$ cat src/rtl/bseq_pkg.sv
package bseq_pkg;
  typedef enum logic {
    ORD_LINEAR     = 1'b0,
    ORD_INTERLEAVE = 1'b1
  } order_e;
endpackage

$ cat src/rtl/bseq_beat_ctr.sv
module bseq_beat_ctr #(
  parameter int W = 2
) (
  input  logic         clk,
  input  logic         rst_n,
  input  logic         load_ev,
  input  logic         step_ev,
  output logic [W-1:0] cnt
);
  always_ff @(posedge clk or negedge rst_n) begin
    if (!rst_n)       cnt <= '0;
    else if (load_ev) cnt <= '0;
    else if (step_ev) cnt <= cnt + W'(1);
  end

  // a load restarts the beat number
  p_cnt_clear_r2: assert property (@(posedge clk) disable iff (!rst_n)
    load_ev |=> cnt == '0);
  // a step advances by one and wraps past the last beat
  p_cnt_wrap_r7: assert property (@(posedge clk) disable iff (!rst_n)
    (step_ev && !load_ev && cnt == {W{1'b1}}) |=> cnt == '0);
  // no event, no movement
  p_cnt_hold_r6: assert property (@(posedge clk) disable iff (!rst_n)
    (!load_ev && !step_ev) |=> $stable(cnt));
endmodule

$ cat src/rtl/bseq_burst_reg.sv
module bseq_burst_reg
  import bseq_pkg::*;
#(
  parameter int OFS_W = 2,
  parameter int UP_W  = 6
) (
  input  logic             clk,
  input  logic             rst_n,
  input  logic             load_ev,
  input  logic [OFS_W-1:0] start_in,
  input  logic [UP_W-1:0]  upper_in,
  input  logic             order_in,
  output logic [OFS_W-1:0] start_q,
  output logic [UP_W-1:0]  upper_q,
  output order_e           order_q
);
  always_ff @(posedge clk or negedge rst_n) begin
    if (!rst_n) begin
      start_q <= '0;
      upper_q <= '0;
      order_q <= ORD_INTERLEAVE;
    end else if (load_ev) begin
      start_q <= start_in;
      upper_q <= upper_in;
      order_q <= order_e'(order_in);
    end
  end

  // the captured burst context is frozen between loads
  p_ctx_frozen_r5: assert property (@(posedge clk) disable iff (!rst_n)
    !load_ev |=> ($stable(order_q) && $stable(upper_q) && $stable(start_q)));
endmodule

$ cat src/rtl/bseq_order_map.sv
module bseq_order_map
  import bseq_pkg::*;
#(
  parameter int W = 2
) (
  input  logic [W-1:0] start,
  input  logic [W-1:0] beat,
  input  order_e       order,
  output logic [W-1:0] ofs
);
  function automatic logic [W-1:0] lin_ofs(logic [W-1:0] s, logic [W-1:0] b);
    return s + b;
  endfunction

  logic [W-1:0] ilv_v;
  logic [W-1:0] lin_v;

  // interleaved order: each offset bit flips with the matching beat bit
  for (genvar i = 0; i < W; i++) begin : g_ilv_bit
    assign ilv_v[i] = start[i] ^ beat[i];
  end

  assign lin_v = lin_ofs(start, beat);

  always_comb begin
    case (order)
      ORD_LINEAR: ofs = lin_v;
      default:    ofs = ilv_v;
    endcase
  end
endmodule

$ cat src/rtl/burst_addr_seq.sv
module burst_addr_seq
  import bseq_pkg::*;
#(
  parameter int ADDR_W = 8,
  parameter int OFS_W  = 2
) (
  input  logic              clk,
  input  logic              rst_n,
  input  logic              clk_en,
  input  logic              cont_nload,
  input  logic [ADDR_W-1:0] addr_in,
  input  logic              order_sel,
  output logic [ADDR_W-1:0] addr_out,
  output logic [OFS_W-1:0]  beat_ofs
);
  localparam int UP_W = ADDR_W - OFS_W;

  logic             load_ev;
  logic             step_ev;
  logic [OFS_W-1:0] cnt;
  logic [OFS_W-1:0] start_q;
  logic [UP_W-1:0]  upper_q;
  order_e           order_q;

  assign load_ev = clk_en && !cont_nload;
  assign step_ev = clk_en &&  cont_nload;

  bseq_beat_ctr #(.W(OFS_W)) u_ctr (
    .clk     (clk),
    .rst_n   (rst_n),
    .load_ev (load_ev),
    .step_ev (step_ev),
    .cnt     (cnt)
  );

  bseq_burst_reg #(.OFS_W(OFS_W), .UP_W(UP_W)) u_ctx (
    .clk      (clk),
    .rst_n    (rst_n),
    .load_ev  (load_ev),
    .start_in (addr_in[OFS_W-1:0]),
    .upper_in (addr_in[ADDR_W-1:OFS_W]),
    .order_in (order_sel),
    .start_q  (start_q),
    .upper_q  (upper_q),
    .order_q  (order_q)
  );

  bseq_order_map #(.W(OFS_W)) u_map (
    .start (start_q),
    .beat  (cnt),
    .order (order_q),
    .ofs   (beat_ofs)
  );

  assign addr_out = {upper_q, beat_ofs};

  // reset state at the ports
  p_reset_zero_r1: assert property (@(posedge clk)
    !rst_n |-> (beat_ofs == '0 && addr_out == '0));
  // the loaded offset appears after the load edge
  p_load_ofs_r2: assert property (@(posedge clk) disable iff (!rst_n)
    load_ev |=> beat_ofs == $past(addr_in[OFS_W-1:0]));
  // a linear step adds one, modulo the burst length
  p_lin_step_r3: assert property (@(posedge clk) disable iff (!rst_n)
    (step_ev && order_q == ORD_LINEAR) |=> beat_ofs == $past(beat_ofs) + OFS_W'(1));
  // an interleaved step flips exactly the bits the beat number flips
  p_ilv_step_r4: assert property (@(posedge clk) disable iff (!rst_n)
    (step_ev && order_q == ORD_INTERLEAVE) |=> (beat_ofs ^ $past(beat_ofs)) == (cnt ^ $past(cnt)));
  // a wait state freezes the outputs
  p_wait_hold_r6: assert property (@(posedge clk) disable iff (!rst_n)
    !clk_en |=> ($stable(beat_ofs) && $stable(addr_out)));
  // upper bits do not move on continue cycles
  p_upper_fixed_r8: assert property (@(posedge clk) disable iff (!rst_n)
    step_ev |=> addr_out[ADDR_W-1:OFS_W] == $past(addr_out[ADDR_W-1:OFS_W]));
endmodule

$ cat config.mk
export PLATFORM = sky130hd
export DESIGN_NAME = burst_addr_seq
export DESIGN_NICKNAME = d
export VERILOG_FILES = /design/src/rtl/bseq_pkg.sv /design/src/rtl/bseq_beat_ctr.sv /design/src/rtl/bseq_burst_reg.sv /design/src/rtl/bseq_order_map.sv /design/src/rtl/burst_addr_seq.sv
export SDC_FILE = /design/constraint.sdc
export NUM_CORES = 1
export LEC_CHECK = 0
export BUFFER_PORTS_ARGS = -buffer_cell sky130_fd_sc_hd__buf_2
export CORE_AREA = 2 2 39 41
export CTS_CLUSTER_SIZE = 16
export DETAILED_ROUTE_END_ITERATION = 6
export DIE_AREA = 0 0 41 43
export PLACE_DENSITY_LB_ADDON = 0.1
export SYNTH_ARGS = -nofsm -noshare
export SYNTH_HDL_FRONTEND = slang
export SYNTH_SLANG_ARGS = --single-unit
$ cat constraint.sdc
create_clock -name clk -period 1.3 [get_ports clk]
set_input_delay 0.065 -clock clk [delete_from_list [all_inputs] [get_ports clk]]
set_output_delay 0.065 -clock clk [all_outputs]
set_load 0.01 [all_outputs]
==> results of run 1 <==
[kinds of logic (layout without fill, tap and decap cells)]
group | count (synthesis) | count (layout)
compound gates | 2 | 2
mux | 10 | 10
simple gates | 4 | 4
buf+inv | 4 | 30
fa+ha+maj | 1 | 1
flops | 11 | 11
xor+xnor | 2 | 2
[synth_stat cells]
master | number | area, sq um
buf_6 | 1 | 11.3
dfrtp_1 | 10 | 250
dfstp_2 | 1 | 26.3
nor2b_1 | 1 | 6.26
o21ai_0 | 1 | 5.00
nor2b_4 | 1 | 13.8
ha_1 | 1 | 12.5
xnor2_1 | 2 | 17.5
inv_1 | 1 | 3.75
mux2_4 | 9 | 135
mux2i_1 | 1 | 10.0
nand2_1 | 1 | 3.75
nand2b_1 | 1 | 6.26
o2bb2ai_1 | 1 | 8.76
buf_4 | 2 | 15.0
[worst min path at each step]
stage,endpoint,slack [ns],depth (start not counted)
detailed placement,u_ctx.upper_q[1],-0.05,1
floorplan,u_ctr.cnt[0],-0.23,0
global placement,u_ctx.upper_q[1],-0.06,1
CTS,u_ctr.cnt[0],0.02,2
global route,u_ctx.upper_q[5],0.01,2
finish,u_ctr.cnt[0],0.02,2
[timing repair]
item / CTS / global route
gates resized for setup: 4 / 1
setup buffers: 1 / 1
endpoints found under the setup margin: 2 / 2
endpoints found under the hold margin: 11 / 0
pin swaps: 2 / 2
cloned: 0 / 0
hold buffers: 1 / 0
[report_power, final]
| group | total [mW] | switching [mW] | internal, mW |
|---|---|---|---|
| clock | 0.226 | 0.108 | 0.118 |
| sequential | 0.430 | 0.0355 | 0.395 |
| combinational | 0.279 | 0.112 | 0.167 |
| total | 0.935 | 0.255 | 0.680 |
[state kept, by name (all words and copies together), names as in the netlist]
| signal | count |
|---|---|
| u_ctx.order_q | 1 |
| u_ctr.cnt | 2 |
| u_ctx.upper_q | 6 |
| u_ctx.start_q | 2 |
[per-stage QoR]
step | hold slack, ns | power, mW | std cells | worst slack (ns) | cell area, sq um
after floorplan | -0.231 | 0.606 | 34 | 0.0769 | 526
after global placement | -0.0630 | 0.673 | 69 | 0.230 | 629
after detailed placement | -0.0533 | 0.682 | 69 | 0.177 | 629
after CTS | 0.0152 | 0.939 | 75 | -0.0318 | 691
after global routing | 0.0148 | 0.998 | 76 | -0.0589 | 706
final | 0.0216 | 0.935 | 76 | 0.0239 | 706
[final cells by class]
| class | instances | area, sq um | share of cell area |
|---|---|---|---|
| Tap cell | 16 | 20.0 | 0.0284 |
| Multi-Input combinational cell | 19 | 244 | 0.346 |
| Inverter | 1 | 3.75 | 0.00532 |
| Timing Repair Buffer | 25 | 135 | 0.191 |
| Clock buffer | 4 | 26.3 | 0.0372 |
| Sequential cell | 11 | 277 | 0.392 |
[routing by layer]
layer	global-route usage	up-vias
li1	-	166
met1	0.143	162
met2	0.216	12
met3	0.0314	2
met4	0.0800	0
met5	0	-
[worst max-delay path: stages, from the launching register on]
cell and delay [ns]:
dfrtp_1 0.39, ha_2 0.17, nor2b_4 0.12, xnor2_2 0.12, buf_2 0.15
==> run_results.csv, run 1 <==
group,metric,value,unit
status,status,"finished, final reports clean",
sta,fin_crit_sh,0.982,
synthesis,synth_cell_types,15,
synthesis,syn-cell-area,526,sq um
cts,cts_tree,"yes",
setup_path,critical_path_class,"reg -> out",
setup_path,worstRegToRegCells,3,
cts,clkSlewWorstSetupHoldPaths,0.07,ns
sta,finClkSkew,0.000709,ns
place,io_buffers,22,
die,design.core.area,1380,sq um
route,drt_iter0_markers,0,
synthesis,synth_top_family_by_area,"multiplexers",
worst_hold_path,min_path_type,"in -> reg",
cts,clockRootBuffer,"clkbuf_4",
finish,nets,75,
finish,final_common_cell,"buf_2",
sta,post-route-min-period,1.28,ns
route,dr_wl_met2,493,um
cts,clk_path_buf_depth,2,
synthesis,synthSimpleGateAreaFrac,0.0571,
die,initial_core_util,0.380,
grt,antenna_found_initial,0,
synthesis,ys_warn_count,0,
route,vias_per_cell,4.50,
route,routed-wl-met3,51,um
sta,max_slew_margin,0.752,
run,cap_violations,0,
finish,syn2layout_area_growth,34.3,%
finish,n_antenna_cell,0,
grt,grt_pass1_wl,1480,um
cts,clk_latency,0.26,ns
worst_hold_path,hold_start,"clk_en",
synthesis,syn-num-nets,48,
synthesis,synth_compound_area_frac,0.0262,
pwr,powerDensity,1320,nW/um^2
setup_path,crit_start,"u_ctx.start_q[0]",
setup_path,timing.rr.end,"u_ctr.cnt[1]",
setup_path,critPathRequiredTime,1.24,ns
cts,cts_made_buffers,3,
route,first_pass_iters,1,
die,die_w,41,um
synthesis,synth_fa_ha_area_frac,0.0238,
setup_path,r2r_setup_slack,0.38,ns
die,ios,23,
sta,tns,0,ns
place,place.gp.congestion,0.580,
grt,grt_usage,0.132,
route,drt-met1-wl,385,um
sta,hold_violations,0,
synthesis,synth_xor_xnor_area_share,0.0333,
sta,setup_viol,0,
setup_path,endpoint,"beat_ofs[1]",
synthesis,synthMuxAreaShare,0.276,
setup_path,cp-start-kind,"flop",
sta,rsz0062_at_grt,"true",
pwr,peakVddDrop,0.462,mV
synthesis,synth-seq-cells,11,
synthesis,yosysSeqAreaShare,0.526,
route,drtAntennaViolNets,0,
grt,grt_pass1_vias,355,
finish,post-route-util,0.510,
synthesis,synth.avg_cell_area,15.5,sq um
route,drt-total-wl,937,um
grt,grt_max_degree,12,
route,top_layer,"met4",
cts,cts.sinks,11,
grt,gr-total-overflow,0,
sta,drv_slew,0,
finish,layout-drive-gt1-share,0.700,
die,rows,14,
die,die-area,1760,sq um
synthesis,syn_inst,34,
sta,worst_pin_slew,0.371,ns
route,routedWlPerCell,12.3,um
route,drc,0,
pwr,leakagePower,0.361,nW
finish,most-common-layout-cells,"buf_2 (22), dfrtp_1 (10), mux2_4 (9)",
finish,fillers,137,
setup_path,critPathArrivalTime,1.21,ns
route,vias,342,
setup_path,r2r-start,"u_ctr.cnt[0]",
sta,fmax,784,MHz
setup_path,crit_fanout,2,
setup_path,endpoint_kind,"primary output",
die,dieHeight,43,um
cts,htree_levels,1,
No activity file was read; power rests on OpenSTA's default activity.
==> run 2, diff against run 1 <==
Settings changed: PLACE_DENSITY from default to 0.67, PLACE_DENSITY_LB_ADDON 0.1 to default.
==> run 2 against run 1 <==
Register-to-register slack worse by 0.07 ns. First-iteration DRC count is 4 higher. Sequential power hardly changed. Utilization stayed put. Setup slack better by 0.00072 ns. Combinational power hardly changed. Cell area stayed put. Via count is 2.9% higher. Critical path type unchanged. Highest routed layer unchanged.
==> run_results.csv, run 2 (synthesis gave the netlist of run 1 again) <==
group,metric,value,unit
setup_path,critPathRequiredTime,1.24,ns
grt,antenna_found_initial,0,
setup_path,cp_slowest_cell,"dfrtp_1",
sta,fin_crit_sh,0.981,
sta,max_slew_margin,0.734,
setup_path,critPathArrivalTime,1.21,ns
finish,reg.largest.list,"u_ctx.upper_q x6, u_ctr.cnt x2, u_ctx.start_q x2",
place,io_buffers,22,
finish,fin_area,706,sq um
cts,htree_levels,1,
sta,drv_slew,0,
finish,largest_reg_flops,6,
cts,clkSlewWorstSetupHoldPaths,0.06,ns
route,drc,0,
cts,clk_path_buf_depth,2,
setup_path,crit_buf_inv,1,
route,vias,352,
route,drt-total-wl,907,um
grt,grt_pass1_vias,357,
cts,cts.sinks,11,
finish,post-route-util,0.510,
setup_path,critPathTopFamily,"flip-flops",
die,die-area,1760,sq um
sta,rsz0062_at_grt,"true",
route,drt_iter0_markers,4,
setup_path,endpoint_kind,"primary output",
cts,clk_latency,0.27,ns
place,place.gp.congestion,0.709,
place,hpwl,681,um
route,first_pass_iters,2,
run,cap_violations,0,
sta,post-route-min-period,1.28,ns
finish,top_register,"u_ctx.upper_q",
die,rows,14,
place,place_area,629,sq um
die,initial_core_util,0.380,
cts,clockRootBuffer,"clkbuf_4",
setup_path,cpPeakStageDelay,0.38,ns
die,design.core.area,1380,sq um
cts,cts_made_buffers,3,
sta,hold_ws,0.0214,ns
pwr,powerDensity,1330,nW/um^2
cts,cts_tree,"yes",
die,ios,23,
route,drtAntennaViolNets,0,
route,routedWlPerCell,11.8,um
pwr,power,0.936,mW
finish,syn2layout_area_growth,34.3,%
sta,finClkSkew,0.00447,ns
worst_hold_path,min_path_type,"in -> reg",
place,preCtsSetupSlack,0.203,ns
pwr,leakagePower,0.361,nW
finish,n_antenna_cell,0,
grt,grt_pass1_wl,1420,um
setup_path,crit_fanout,2,
grt,grt_max_degree,12,
finish,layout-drive-gt1-share,0.689,
sta,setup_viol,0,
sta,fmax,784,MHz
sta,worst_pin_slew,0.398,ns
setup_path,critical_path_class,"reg -> out",
pwr,peakVddDrop,0.536,mV
grt,grt_usage,0.129,
die,die_w,41,um
finish,most-common-layout-cells,"buf_2 (22), dfrtp_1 (10), mux2_4 (9)",
grt,gr-total-overflow,0,
setup_path,path_cells,"ha_2 > nor2b_4 > xnor2_2 > buf_2",
finish,final_common_cell,"buf_2",
finish,nets,76,
die,dieHeight,43,um
route,vias_per_cell,4.57,
sta,setup_slack,0.0247,ns
setup_path,cp-start-kind,"flop",
status,status,"finished, final reports clean",
sta,hold_violations,0,
## run 2: final cells by class
type                    count  area [sq um]
clock buffers               4          26.3
inverters                   1          3.75
repair buffers             26           143
multi-input cells          19           236
well taps                  16          20.0
fillers                   131           678
flip-flops and latches     11           277
## run 2: timing repair
| item | CTS | global route |
|---|---|---|
| hold buffers | 1 | 0 |
| setup endpoints to repair | 2 | 2 |
| pin swaps | 2 | 1 |
| hold endpoints to repair | 11 | 0 |
| resized for setup | 3 | 1 |
| buffers inserted | 2 | 1 |
## run 2: routing by layer
layer | vias up | GRT usage | wire length, um
met2 | 23 | 0.184 | 392
met1 | 159 | 0.144 | 395
met3 | 3 | 0.0681 | 97
met4 | 0 | 0.0800 | 21
met5 | - | 0 | 0
li1 | 167 | - | -
## run 2: worst register-to-register path, cell delays in order, from the launching register on
cell and delay [ns]:
dfrtp_1 0.38, buf_4 0.13, buf_4 0.12, mux2_4 0.25
## run 2: metrics by stage
stage	setup TNS [ns]	instances
2_1_floorplan	0	34
3_3_place_gp	0	69
3_5_place_dp	0	69
4_1_cts	-0.0638	76
5_1_grt	-0.142	77
6_report	0	77
## run 2: path summary, 6_finish.rpt
kind | slack [ns] | startpoint | endpoint | cells after the start
max | 0.02 | u_ctx.start_q[0] | beat_ofs[1] | 4
min | 0.02 | clk_en | u_ctr.cnt[0] | 2
max reg2reg | 0.31 | u_ctx.start_q[0] | u_ctx.start_q[0] | 3
min reg2reg | 0.51 | u_ctx.upper_q[1] | u_ctx.upper_q[1] | 1
max in group asynchronous | 0.85 | rst_n | u_ctx.order_q | 2
min in group asynchronous | 0.19 | rst_n | u_ctx.upper_q[3] | 2
## run 2: power by group
part	internal, mW	switching (mW)
clock	0.119	0.108
sequential	0.395	0.0322
combinational	0.167	0.114
==> run 3, diff against run 2 <==
Settings changed: HOLD_SLACK_MARGIN from default to 0.1.
==> run 3 against run 2 <==
Setup slack got worse by 0.0016 ns. Global-route usage rose by 1.5 points. Die area did not move. Cell count rose by 14%. Utilization rose by 8.7 points. Cell area rose by 17%. Clock power barely moved. Wire length rose by 11%. First-iteration DRC count rose by 25%. Sequential power barely moved.
==> run_results.csv, run 3 (synthesis gave the netlist of run 1 again) <==
group,metric,value,unit
worst_hold_path,min_path_type,"in -> reg",
setup_path,cp_slowest_cell,"dfrtp_1",
setup_path,cp-start-kind,"flop",
die,die_w,41,um
finish,syn2layout_area_growth,57.1,%
pwr,power,0.969,mW
setup_path,path_cells,"ha_2 > nor2b_4 > xnor2_2 > buf_2",
status,status,"finished, final reports clean",
setup_path,crit_fanout,2,
grt,grt_pass1_vias,399,
grt,grt_pass1_wl,1600,um
setup_path,critPathRequiredTime,1.24,ns
route,drt_iter0_markers,5,
die,design.core.area,1380,sq um
place,hpwl,681,um
cts,cts.sinks,11,
route,drt-total-wl,1000,um
grt,antenna_found_initial,0,
sta,hold_ws,0.114,ns
route,drtAntennaViolNets,0,
setup_path,crit_buf_inv,1,
cts,clk_path_buf_depth,2,
die,rows,14,
place,io_buffers,22,
sta,max_slew_margin,0.835,
sta,drv_slew,0,
setup_path,endpoint_kind,"primary output",
die,die-area,1760,sq um
sta,tns,0,ns
die,dieHeight,43,um
grt,gr-total-overflow,0,
sta,fin_crit_sh,0.982,
sta,fmax,783,MHz
run,cap_violations,0,
cts,clk_latency,0.26,ns
cts,clockRootBuffer,"clkbuf_4",
route,first_pass_iters,2,
setup_path,cpPeakStageDelay,0.38,ns
grt,grt_max_degree,12,
finish,layout-drive-gt1-share,0.597,
sta,hold_violations,0,
sta,post-route-min-period,1.28,ns
finish,n_antenna_cell,0,
setup_path,critPathArrivalTime,1.21,ns
die,initial_core_util,0.380,
cts,cts_tree,"yes",
route,vias_per_cell,4.55,
route,routedWlPerCell,11.4,um
finish,reg.largest.list,"u_ctx.upper_q x6, u_ctr.cnt x2, u_ctx.start_q x2",
sta,finClkSkew,0.00245,ns
grt,grt_usage,0.144,
finish,nets,87,
setup_path,critPathTopFamily,"flip-flops",
sta,worst_pin_slew,0.245,ns
finish,most-common-layout-cells,"buf_2 (22), dlygate4sd3_1 (11), dfrtp_1 (10)",
finish,largest_reg_flops,6,
pwr,powerDensity,1170,nW/um^2
sta,setup_viol,0,
route,drc,0,
cts,htree_levels,1,
finish,top_register,"u_ctx.upper_q",
setup_path,critical_path_class,"reg -> out",
place,place.gp.congestion,0.709,
cts,clkSlewWorstSetupHoldPaths,0.07,ns
sta,rsz0062_at_grt,"true",
pwr,peakVddDrop,0.590,mV
finish,final_common_cell,"buf_2",
die,ios,23,
route,vias,400,
cts,cts_made_buffers,3,
pwr,leakagePower,0.411,nW
## run 3: power breakdown
group	internal [mW]	switching, mW
logic	0.193	0.121
clock network	0.119	0.109
registers	0.395	0.0326
## run 3: worst reg2reg max path, delay by kind of cell, from the launching register on
family	cells	cell delay (ns)
buffers and inverters	2	0.25
DFF	1	0.38
muxes	1	0.25
## run 3: final timing paths
kind	to	from	slack, ns	depth (start not counted)
worst max register to register	u_ctx.start_q[0]	u_ctx.start_q[0]	0.31	3
min in group asynchronous	u_ctx.upper_q[3]	rst_n	0.19	2
worst max-delay path	beat_ofs[1]	u_ctx.start_q[0]	0.02	4
worst min-delay path	u_ctr.cnt[1]	cont_nload	0.11	3
worst min register to register	u_ctx.upper_q[4]	u_ctx.upper_q[4]	0.51	1
max in group asynchronous	u_ctx.order_q	rst_n	0.85	2
## run 3: per-stage QoR
| stage | setup slack [ns] | instances | util | area, sq um |
|---|---|---|---|---|
| after floorplan | 0.0769 | 34 | - | 526 |
| after global routing | -0.0726 | 88 | 0.597 | 826 |
| final | 0.0230 | 88 | 0.597 | 826 |
| after global placement | 0.233 | 69 | 0.455 | 629 |
| after CTS | -0.0326 | 86 | 0.571 | 791 |
| after detailed placement | 0.203 | 69 | 0.455 | 629 |
## run 3: cell type report
class | instances | area, sq um
Multi-Input combinational cell | 19 | 236
Tap cell | 16 | 20.0
Fill cell | 118 | 558
Clock buffer | 4 | 26.3
Inverter | 1 | 3.75
Timing Repair Buffer | 37 | 263
Sequential cell | 11 | 277
## run 3: timing repair
action / CTS / global route
pin swaps: 2 / 1
hold buffers: 11 / 0
buffers inserted: 2 / 2
endpoints found under the hold margin: 22 / 0
resized for setup: 3 / 1
endpoints found under the setup margin: 2 / 10
## run 3: metal layers
metal,share of wire,up-vias,GRT usage
li1,-,189,-
met1,0.42,185,0.148
met2,0.46,23,0.228
met3,0.094,3,0.0681
met4,0.021,0,0.0800
met5,0,-,0
